--- src/rtl/exc_pkg.sv ---
package exc_pkg;

    // Event selected for the current cycle after priority resolution
    typedef enum logic [2:0] {
        EV_NONE  = 3'd0,
        EV_FAULT = 3'd1,
        EV_TRAP  = 3'd2,
        EV_FLUSH = 3'd3,
        EV_RTE   = 3'd4
    } exc_ev_e;

endpackage

--- src/rtl/exc_arbiter.sv ---
module exc_arbiter
    import exc_pkg::*;
#(
    parameter int TNUM_W    = 4,
    parameter int FLUSH_NUM = 12
) (
    input  logic              fault_i,
    input  logic              trap_i,
    input  logic [TNUM_W-1:0] trap_num_i,
    input  logic              rte_i,
    output exc_ev_e           ev_o
);
    localparam logic [TNUM_W-1:0] FLUSH_CODE = TNUM_W'(FLUSH_NUM);

    // Fault outranks trap; trap outranks return
    always_comb begin
        ev_o = EV_NONE;
        if (fault_i) begin
            ev_o = EV_FAULT;
        end else if (trap_i) begin
            ev_o = (trap_num_i == FLUSH_CODE) ? EV_FLUSH : EV_TRAP;
        end else if (rte_i) begin
            ev_o = EV_RTE;
        end
    end
endmodule

--- src/rtl/exc_status.sv ---
module exc_status
    import exc_pkg::*;
#(
    parameter int PSW_W  = 8,
    parameter int SM_BIT = 7
) (
    input  logic             clk,
    input  logic             rst_n,
    input  exc_ev_e          ev_i,
    input  logic             psw_we_i,
    input  logic [PSW_W-1:0] psw_wdata_i,
    output logic [PSW_W-1:0] psw_o,
    output logic [PSW_W-1:0] bpsw_o
);
    localparam logic [PSW_W-1:0] KEEP_MASK = PSW_W'(1) << SM_BIT;

    typedef struct packed {
        logic [PSW_W-1:0] psw;
        logic [PSW_W-1:0] bpsw;
    } st_t;

    st_t st_d, st_q;

    always_comb begin
        st_d = st_q;
        unique case (ev_i)
            EV_FAULT, EV_TRAP: begin
                st_d.bpsw = st_q.psw;
                st_d.psw  = st_q.psw & KEEP_MASK;
            end
            EV_RTE: begin
                st_d.psw = st_q.bpsw;
            end
            EV_FLUSH: begin
            end
            default: begin
                if (psw_we_i) begin
                    st_d.psw = psw_wdata_i;
                end
            end
        endcase
    end

    always_ff @(posedge clk) begin
        if (!rst_n) begin
            st_q <= '0;
        end else begin
            st_q <= st_d;
        end
    end

    assign psw_o  = st_q.psw;
    assign bpsw_o = st_q.bpsw;

    // entry saves the status and keeps only the stack-mode bit
    a_r3_entry_mask: assert property (@(posedge clk) disable iff (!rst_n)
        (ev_i == EV_FAULT || ev_i == EV_TRAP) |=>
            (bpsw_o == $past(psw_o)) && (psw_o == ($past(psw_o) & KEEP_MASK)));

    // return restores status from the backup
    a_r8_restore_psw: assert property (@(posedge clk) disable iff (!rst_n)
        (ev_i == EV_RTE) |=> (psw_o == $past(bpsw_o)) && $stable(bpsw_o));

    // a status write lands only in a quiet cycle
    a_r11_psw_write: assert property (@(posedge clk) disable iff (!rst_n)
        (ev_i == EV_NONE && psw_we_i) |=> (psw_o == $past(psw_wdata_i)));

    // the flush trap leaves both status bytes alone
    a_r6_flush_psw: assert property (@(posedge clk) disable iff (!rst_n)
        (ev_i == EV_FLUSH) |=> $stable(psw_o) && $stable(bpsw_o));
endmodule

--- src/rtl/exc_pcchain.sv ---
module exc_pcchain
    import exc_pkg::*;
#(
    parameter int XLEN = 32
) (
    input  logic            clk,
    input  logic            rst_n,
    input  exc_ev_e         ev_i,
    input  logic [XLEN-1:0] cur_pc_i,
    output logic [XLEN-1:0] bpc_o,
    output logic [XLEN-1:0] bbpc_o
);
    localparam logic [XLEN-1:0] WORD_MASK = ~XLEN'(3);
    localparam logic [XLEN-1:0] WORD_STEP = XLEN'(4);

    typedef struct packed {
        logic [XLEN-1:0] bpc;
        logic [XLEN-1:0] bbpc;
    } chain_t;

    chain_t ch_d, ch_q;
    logic [XLEN-1:0] ret_addr;

    assign ret_addr = (cur_pc_i & WORD_MASK) + WORD_STEP;

    always_comb begin
        ch_d = ch_q;
        unique case (ev_i)
            EV_FAULT: begin
                // push: old first level moves down before the overwrite
                ch_d.bbpc = ch_q.bpc;
                ch_d.bpc  = cur_pc_i;
            end
            EV_TRAP: begin
                ch_d.bpc = ret_addr;
            end
            EV_RTE: begin
                // pop: second level moves back up
                ch_d.bpc = ch_q.bbpc;
            end
            default: begin
            end
        endcase
    end

    always_ff @(posedge clk) begin
        if (!rst_n) begin
            ch_q <= '0;
        end else begin
            ch_q <= ch_d;
        end
    end

    assign bpc_o  = ch_q.bpc;
    assign bbpc_o = ch_q.bbpc;

    // fault pushes the chain
    a_r2_fault_push: assert property (@(posedge clk) disable iff (!rst_n)
        (ev_i == EV_FAULT) |=> (bbpc_o == $past(bpc_o)) && (bpc_o == $past(cur_pc_i)));

    // return pops the chain
    a_r8_rte_pop: assert property (@(posedge clk) disable iff (!rst_n)
        (ev_i == EV_RTE) |=> (bpc_o == $past(bbpc_o)) && $stable(bbpc_o));

    // a vectored trap leaves the second level alone
    a_r5_trap_keep_bbpc: assert property (@(posedge clk) disable iff (!rst_n)
        (ev_i == EV_TRAP) |=> $stable(bbpc_o));

    // the flush trap leaves the chain alone
    a_r6_flush_chain: assert property (@(posedge clk) disable iff (!rst_n)
        (ev_i == EV_FLUSH) |=> $stable(bpc_o) && $stable(bbpc_o));
endmodule

--- src/rtl/exc_target.sv ---
module exc_target
    import exc_pkg::*;
#(
    parameter int              XLEN         = 32,
    parameter int              TNUM_W       = 4,
    parameter logic [XLEN-1:0] TRAP_OFS     = 32'h0000_0040,
    parameter logic [XLEN-1:0] ADDR_EXC_VEC = 32'h0000_0030
) (
    input  logic              clk,
    input  logic              rst_n,
    input  exc_ev_e           ev_i,
    input  logic [XLEN-1:0]   cur_pc_i,
    input  logic [TNUM_W-1:0] trap_num_i,
    input  logic [XLEN-1:0]   bpc_i,
    input  logic              vbase_we_i,
    input  logic [XLEN-1:0]   vbase_wdata_i,
    output logic [XLEN-1:0]   redirect_pc_o,
    output logic              redirect_vld_o,
    output logic [XLEN-1:0]   vbase_o
);
    localparam int              PAD_W     = XLEN - TNUM_W - 2;
    localparam logic [XLEN-1:0] WORD_MASK = ~XLEN'(3);
    localparam logic [XLEN-1:0] WORD_STEP = XLEN'(4);

    typedef struct packed {
        logic [XLEN-1:0] rpc;
        logic            vld;
        logic [XLEN-1:0] vbase;
    } tgt_t;

    tgt_t tg_d, tg_q;
    logic [XLEN-1:0] trap_vec;
    logic [XLEN-1:0] next_word;

    assign trap_vec  = tg_q.vbase + TRAP_OFS + {{PAD_W{1'b0}}, trap_num_i, 2'b00};
    assign next_word = (cur_pc_i & WORD_MASK) + WORD_STEP;

    always_comb begin
        tg_d     = tg_q;
        tg_d.vld = 1'b1;
        unique case (ev_i)
            EV_FAULT: tg_d.rpc = ADDR_EXC_VEC;
            EV_TRAP:  tg_d.rpc = trap_vec;
            EV_FLUSH: tg_d.rpc = next_word;
            EV_RTE:   tg_d.rpc = bpc_i;
            default:  tg_d.vld = 1'b0;
        endcase
        if (vbase_we_i) begin
            tg_d.vbase = vbase_wdata_i;
        end
    end

    always_ff @(posedge clk) begin
        if (!rst_n) begin
            tg_q <= '0;
        end else begin
            tg_q <= tg_d;
        end
    end

    assign redirect_pc_o  = tg_q.rpc;
    assign redirect_vld_o = tg_q.vld;
    assign vbase_o        = tg_q.vbase;

    // fault goes to the fixed vector
    a_r4_fault_vec: assert property (@(posedge clk) disable iff (!rst_n)
        (ev_i == EV_FAULT) |=> redirect_vld_o && (redirect_pc_o == ADDR_EXC_VEC));

    // return jumps to the saved PC
    a_r8_rte_target: assert property (@(posedge clk) disable iff (!rst_n)
        (ev_i == EV_RTE) |=> redirect_vld_o && (redirect_pc_o == $past(bpc_i)));

    // a quiet cycle gives no pulse and holds the target
    a_r9_quiet_hold: assert property (@(posedge clk) disable iff (!rst_n)
        (ev_i == EV_NONE) |=> !redirect_vld_o && $stable(redirect_pc_o));

    // base write is visible next cycle
    a_r10_vbase_write: assert property (@(posedge clk) disable iff (!rst_n)
        vbase_we_i |=> (vbase_o == $past(vbase_wdata_i)));
endmodule

--- src/rtl/exc_entry_ctrl.sv ---
module exc_entry_ctrl
    import exc_pkg::*;
#(
    parameter int              XLEN         = 32,
    parameter int              TNUM_W       = 4,
    parameter int              PSW_W        = 8,
    parameter int              SM_BIT       = 7,
    parameter int              FLUSH_NUM    = 12,
    parameter logic [XLEN-1:0] TRAP_OFS     = 32'h0000_0040,
    parameter logic [XLEN-1:0] ADDR_EXC_VEC = 32'h0000_0030
) (
    input  logic              clk,
    input  logic              rst_n,
    input  logic [XLEN-1:0]   cur_pc,
    input  logic              addr_fault,
    input  logic              trap_go,
    input  logic [TNUM_W-1:0] trap_num,
    input  logic              rte_go,
    input  logic              vbase_we,
    input  logic [XLEN-1:0]   vbase_wdata,
    input  logic              psw_we,
    input  logic [PSW_W-1:0]  psw_wdata,
    output logic [XLEN-1:0]   redirect_pc,
    output logic              redirect_vld,
    output logic [PSW_W-1:0]  psw,
    output logic [PSW_W-1:0]  bpsw,
    output logic [XLEN-1:0]   bpc,
    output logic [XLEN-1:0]   bbpc,
    output logic [XLEN-1:0]   vbase
);
    exc_ev_e ev;

    exc_arbiter #(
        .TNUM_W   (TNUM_W),
        .FLUSH_NUM(FLUSH_NUM)
    ) u_arb (
        .fault_i   (addr_fault),
        .trap_i    (trap_go),
        .trap_num_i(trap_num),
        .rte_i     (rte_go),
        .ev_o      (ev)
    );

    exc_status #(
        .PSW_W (PSW_W),
        .SM_BIT(SM_BIT)
    ) u_status (
        .clk        (clk),
        .rst_n      (rst_n),
        .ev_i       (ev),
        .psw_we_i   (psw_we),
        .psw_wdata_i(psw_wdata),
        .psw_o      (psw),
        .bpsw_o     (bpsw)
    );

    exc_pcchain #(
        .XLEN(XLEN)
    ) u_chain (
        .clk     (clk),
        .rst_n   (rst_n),
        .ev_i    (ev),
        .cur_pc_i(cur_pc),
        .bpc_o   (bpc),
        .bbpc_o  (bbpc)
    );

    exc_target #(
        .XLEN        (XLEN),
        .TNUM_W      (TNUM_W),
        .TRAP_OFS    (TRAP_OFS),
        .ADDR_EXC_VEC(ADDR_EXC_VEC)
    ) u_target (
        .clk           (clk),
        .rst_n         (rst_n),
        .ev_i          (ev),
        .cur_pc_i      (cur_pc),
        .trap_num_i    (trap_num),
        .bpc_i         (bpc),
        .vbase_we_i    (vbase_we),
        .vbase_wdata_i (vbase_wdata),
        .redirect_pc_o (redirect_pc),
        .redirect_vld_o(redirect_vld),
        .vbase_o       (vbase)
    );

    // a fault strobe always wins, whatever else is raised
    a_r7_fault_wins: assert property (@(posedge clk) disable iff (!rst_n)
        (addr_fault && trap_go) |=> redirect_vld && (redirect_pc == ADDR_EXC_VEC));
endmodule

--- config.mk ---
export PLATFORM = sky130hd
export DESIGN_NAME = exc_entry_ctrl
export DESIGN_NICKNAME = d
export VERILOG_FILES = /design/src/rtl/exc_pkg.sv /design/src/rtl/exc_arbiter.sv /design/src/rtl/exc_status.sv /design/src/rtl/exc_pcchain.sv /design/src/rtl/exc_target.sv /design/src/rtl/exc_entry_ctrl.sv
export SDC_FILE = /design/constraint.sdc
export NUM_CORES = 1
export LEC_CHECK = 0
export BUFFER_PORTS_ARGS = -buffer_cell sky130_fd_sc_hd__buf_2
export CAP_MARGIN = 40
export CORE_ASPECT_RATIO = 0.5
export CORE_MARGIN = 8
export CORE_UTILIZATION = 50
export CTS_BUF_LIST = sky130_fd_sc_hd__clkbuf_4 sky130_fd_sc_hd__clkbuf_8 sky130_fd_sc_hd__clkbuf_16
export DETAILED_ROUTE_END_ITERATION = 10
export PLACE_DENSITY = 0.89
export SLEW_MARGIN = 0
export SYNTH_ARGS = -nofsm -noshare
export SYNTH_HDL_FRONTEND = slang
export SYNTH_HIERARCHICAL = 1
export SYNTH_SLANG_ARGS = --single-unit
--- constraint.sdc ---
create_clock -name clk -period 2.9 [get_ports clk]
set_clock_uncertainty 0.2 [all_clocks]
set_input_delay 0.29 -clock clk [delete_from_list [all_inputs] [get_ports clk]]
set_output_delay 0.29 -clock clk [all_outputs]
set_load 0.02 [all_outputs]
[Word-level counts from Yosys, hierarchy flattened]
Index checks and enable logic that the tools add are counted.
Cells by class
  add/sub/neg operators: 3
  reductions and logical operators: 8
  equal/unequal tests: 5
  bitwise logic cells: 2
  multiplexer cells: 9
Operators with widths (number)
  32-bit one-hot mux with 4 select lines: 1
  32-bit one-hot mux with 3 select lines: 1
  32-bit by 3-bit adder with 32-bit output (second input constant): 1
  32-bit by 6-bit adder with 32-bit output: 1
  32-bit by 7-bit adder with 32-bit output (second input constant): 1
  8-bit one-hot mux with 3 select lines: 1
  3-bit 2-to-1 mux: 3
  8-bit 2-to-1 mux: 1
  3-bit by 2-bit == test with 1-bit output (second input constant): 2
  3-bit nonzero test: 2
  4-bit == test (second input constant): 1
  4-bit nonzero test: 1
  4-bit OR reduction: 1
  3-bit by 1-bit == test with 1-bit output (second input constant): 1
  3-bit == test (second input constant): 1
  3-bit AND reduction: 1
  1-bit 2-to-1 mux: 2
  1-bit inverter: 2
  2-bit AND reduction: 1
  2-bit nonzero test: 1
  2-bit OR reduction: 1
Storage, ports and cells
  input bits: 83
  output and inout bits: 145
  register bits after elaboration: 145
  word-level logic and storage cells: 35

[Logic depth before layout (Yosys ltp)]
  word-level depth: 8
  depth in mapped cells: 9

[Cells and area by module]
Netlist, hierarchy kept.
Modules (own cells, without submodules)
  exc_target: instances 1, cells each 523, area each 4226.6 µm²
  exc_pcchain: instances 1, cells each 425, area each 3269.4 µm²
  exc_status: instances 1, cells each 104, area each 897.1 µm²
  exc_arbiter: instances 1, cells each 4, area each 27.5 µm²

[Worst setup path before layout]
Ideal clock, no wire load.
  path kind: input to register
  start point: in trap_go
  end point: reg u_chain.ch_q, in the netlist u_chain/bpc_o[21]
  setup time: 65 ps
  data required time: 2635 ps
  cell stages on the path: 7
  arrival time: 2235 ps
  path slack: 400 ps
  cell sequence: nor2b_1 -> buf_2 -> nor3b_1 -> nand2_1 -> nor3_1 -> mux2_2 -> nor2_1
On the way
  cells in the longest elaborated chain, start to end: 4
Ends and longest elaborated chain
  from (decl): line exc_entry_ctrl.sv:16  | input logic trap_go,
  3-bit 2-to-1 mux *: line exc_arbiter.sv:20  | end else if (trap_i) begin
  3-bit 2-to-1 mux *: line exc_arbiter.sv:18  | if (fault_i) begin
  3-bit == test (tied with other cells): line exc_pcchain.sv:28  | unique case (ev_i)
  32-bit one-hot mux with 3 select lines or 3-bit nonzero test (tied branches)
  to (signal assigned): line exc_pcchain.sv:50  | ch_q <= ch_d;
  to (decl): line exc_pcchain.sv:21  | chain_t ch_d, ch_q;
Every way passes the cells marked *; elsewhere a longest branch is shown, timed or not.
A chain may end at the register's enable or synchronous reset.

[Final worst setup path]
  start point: reg u_target.tg_q, in the netlist u_target/vbase_o[2]
  end point: reg u_target.tg_q, in the netlist u_target/redirect_pc_o[20]
On the way
  cells in the longest elaborated chain, start to end: 3
Ends and longest elaborated chain
  from (decl): line exc_target.sv:31  | tgt_t tg_d, tg_q;
  from (signal assigned): line exc_target.sv:57  | tg_q <= tg_d;
  32-bit by 7-bit adder with 32-bit output: line exc_target.sv:35  | assign trap_vec = tg_q.vbase + TRAP_OFS + {{PAD_W{1'b0}}, trap_num_i, 2'b00};
  32-bit by 6-bit adder with 32-bit output: line exc_target.sv:35
  32-bit one-hot mux with 4 select lines: line exc_target.sv:41  | unique case (ev_i)
Every way passes these cells.

==> impl_metrics.csv <==
group,metric,value,unit
worst_hold_path,holdPathEnd,"u_chain/bpc_o[31]",
timing,hold_viol,0,
detailed_routing,route.detailed.drc,0,
synth,synth-xor-area-share,0.0416,
detailed_routing,drt_pre_antenna_iters,6,
flow_run,drv_cap,0,
grt,grt_max_degree,59,
synth,yosysWarnings,6,
floorplan,core_area,16400,um2
cts,cts-resized-gates,0,
synth,synth-compound-area-share,0.248,
run_status,outcome,"finished clean",
grt,grt.busiest_layer,"met2",
critical_path,criticalPathCategory,"reg -> reg",
timing,clock.fmax,389,MHz
synth,yosys.area_share.simple,0.242,
detailed_routing,first_iter_violations,1419,
grt,grt_usage,0.282,
synth,synth-seq-cells,145,
critical_path,critical_path_required,3.05,ns
synth,synth_top_family_by_area,"compound AO/OA/AOI/OAI gates",
detailed_routing,vias,9667,
synth,synthCells,1056,
timing,maxSlewHeadroom,0.487,
placement,dp_hpwl,23.0,mm
cts,cts_htree_levels,4,
synth,synthAdderAreaFrac,0.0125,
detailed_routing,vias_per_cell,6.28,
floorplan,dieArea,21500,um2
cells_and_area,fill_cells,1376,
grt,overflow,0,
floorplan,die_y,108,um
power_and_ir_drop,p_leak,4.54,nW
timing,fin_tns_setup,0,ns
cts,postCtsHoldBufs,35,
critical_path,cp.arrival,2.72,ns
placement,dp_cells,1471,
critical_path,r2r_setup_slack,0.33,ns
worst_hold_path,holdCritStartpoint,"cur_pc[31]",
cts,clk_latency,0.43,ns
cts,clk_pin_slew_worst_paths,0.07,ns
timing,min_period,2.57,ns
cts,clockRootBuffer,"clkbuf_16",
synth,synth_edf_count,0,
grt,antenna_found_initial,1,
timing,finalSetupViolations,0,
floorplan,start_util,0.512,
grt,grtUsageMet1,0.361,
critical_path,critical_path.startpoint_type,"flop",
timing,rsz0062_at_grt,"false",
critical_path,r2r_end,"u_target/redirect_pc_o[20]",
floorplan,std_cell_rows,33,
cts,post-cts-setup-buffers,0,
synth,synth_seq_area_share,0.345,
worst_hold_path,hp-class,"in -> reg",
power_and_ir_drop,peakVddDrop,463,uV
power_and_ir_drop,p_total,5.55,mW
cts,cts_buffers,17,
detailed_routing,wl,31.9,mm
synth,synth_fp_nets,1146,
floorplan,ios,228,
synth,ys_types,75,
synth,synthMuxAreaShare,0.0633,
cts,cts_tree,"built",
synth,synth_area,8420,um2
synth,avgSynthCellArea,7.97,um2
timing,min_period_over_period,0.887,
critical_path,ff2ff_path_depth,7,
critical_path,reg2reg_from,"u_target/vbase_o[2]",
cells_and_area,fin_util,0.656,
grt,grt_pass1_vias,9143,
critical_path,critPathCaptureType,"flop",
synth,synthArstFlopShare,0,
detailed_routing,wire_per_inst,20.7,um
power_and_ir_drop,power.density,515,nW/um2
detailed_routing,postRouteAntennaNets,0,
timing,worst_slew_pin_slew,0.766,ns
worst_hold_path,min_delay_path_depth,3,
timing,slew_violations,0,
cells_and_area,layout.cells.non_filler,1540,
cells_and_area,nets,1388,
placement,place.gp.congestion,0.928,
cts,clockBufferDepth,2,
synth,synth_ff_type,"dfxtp_1",
timing,hold_ws,0.0408,ns
cts,cts_sinks,145,
grt,use_met2,0.443,
cells_and_area,drive_gt1_frac,0.249,
cells_and_area,syn_to_final_growth,28.0,%
critical_path,cp_max_fo,12,
grt,use_met3,0.0796,
floorplan,die_width,200,um
grt,grt_first_pass_wirelength,49.2,mm
placement,io_buffers,227,
[synth_stat cells, types with 14 or more instances]
| cell type | n | area (um2) |
|---|---|---|
| dfxtp_1 | 145 | 2900 |
| nand2_1 | 132 | 495 |
| o21ai_0 | 92 | 460 |
| a21oi_1 | 78 | 390 |
| nor2_1 | 77 | 289 |
| mux2i_1 | 51 | 510 |
| clkbuf_1 | 50 | 188 |
| xnor2_1 | 29 | 254 |
| nand3_1 | 26 | 130 |
| nor4_1 | 21 | 131 |
| and3_1 | 19 | 119 |
| nor2b_1 | 19 | 119 |
| nor3_1 | 18 | 90.1 |
| inv_1 | 17 | 63.8 |
| and4_1 | 16 | 140 |
| nand4_1 | 16 | 100 |
| buf_2 | 14 | 70.1 |
| o22ai_1 | 14 | 87.6 |
[worst max-delay path, cell delays in order, from the launching register on]
cell      delay (ns)
dfxtp_1         0.36
ha_1            0.22
fa_1            0.24
and3_1          0.26
o211ai_4        0.17
or4b_1          0.56
or3_1           0.32
a31oi_1         0.17
[worst max path at each step]
| stage | start | to | cells past startpoint |
|---|---|---|---|
| final | u_target/vbase_o[2] | u_target/redirect_pc_o[20] | 7 |
| after global routing | u_target/vbase_o[4] | u_target/redirect_pc_o[31] | 6 |
| after CTS | u_target/vbase_o[2] | u_target/redirect_pc_o[20] | 7 |
| after detailed placement | trap_num[1] | u_chain/bbpc_o[9] | 9 |
| after global placement | trap_num[1] | u_chain/bbpc_o[21] | 9 |
| after floorplan | trap_go | u_chain/bpc_o[21] | 7 |
[per-stage QoR]
| step | setup slack, ns | cell area, um2 |
|---|---|---|
| 4_1_cts | 0.335 | 10800 |
| 6_report | 0.329 | 10800 |
| 3_5_place_dp | 0.237 | 9860 |
| 3_3_place_gp | 0.307 | 9840 |
| 5_1_grt | 0.175 | 10800 |
| 2_1_floorplan | 0.400 | 8420 |
[state kept, by name, indices dropped and copies added (netlist names)]
| signal | flops |
|---|---|
| u_chain/bbpc_o | 32 |
| u_chain/bpc_o | 32 |
| u_status/bpsw_o | 8 |
| u_status/psw_o | 8 |
| u_target/redirect_pc_o | 32 |
| u_target/redirect_vld_o | 1 |
| u_target/vbase_o | 32 |
[metal layers]
metal  part of all wire  up-vias
li1                   -     4393
met1               0.40     4527
met2               0.45      629
met3               0.11      118
met4              0.036        0
met5                  0        -
[kinds of logic (layout without fill, tap and decap cells)]
logic type	Yosys count	count (layout)
DFF	145	145
buffers and inverters	94	349
xor gates and xnor gates	40	40
muxes	53	53
and+or+nand+nor	397	397
adders and majority gates	8	8
other	0	2
AOI/OAI and AO/OA	319	319
[placed cells by master (no fill, tap or decap), types with 29 or more instances in the layout]
cell type      netlist  layout
a21oi_1             78      78
buf_2               14     227
buf_4                0      34
dfxtp_1            145     145
dlygate4sd3_1        0      35
mux2i_1             51      51
nand2_1            132     132
nor2_1              77      77
o21ai_0             92      91
xnor2_1             29      29
[where the power goes]
group | leakage [nW] | switching (mW) | internal [mW]
Clock | 0.277 | 0.967 | 1.15
Sequential | 1.19 | 0.171 | 2.12
Combinational | 3.07 | 0.714 | 0.426
[final cells by class]
class	count	area (um2)	share of cell area
Antenna cell	2	5.00	0.000464
Clock buffer	18	439	0.0408
Clock inverter	14	119	0.0110
Inverter	17	63.8	0.00592
Multi-Input combinational cell	817	5130	0.476
Sequential cell	145	2900	0.269
Tap cell	227	284	0.0264
Timing Repair Buffer	300	1830	0.170
Note: power is estimated with default switching activity, not from simulation.
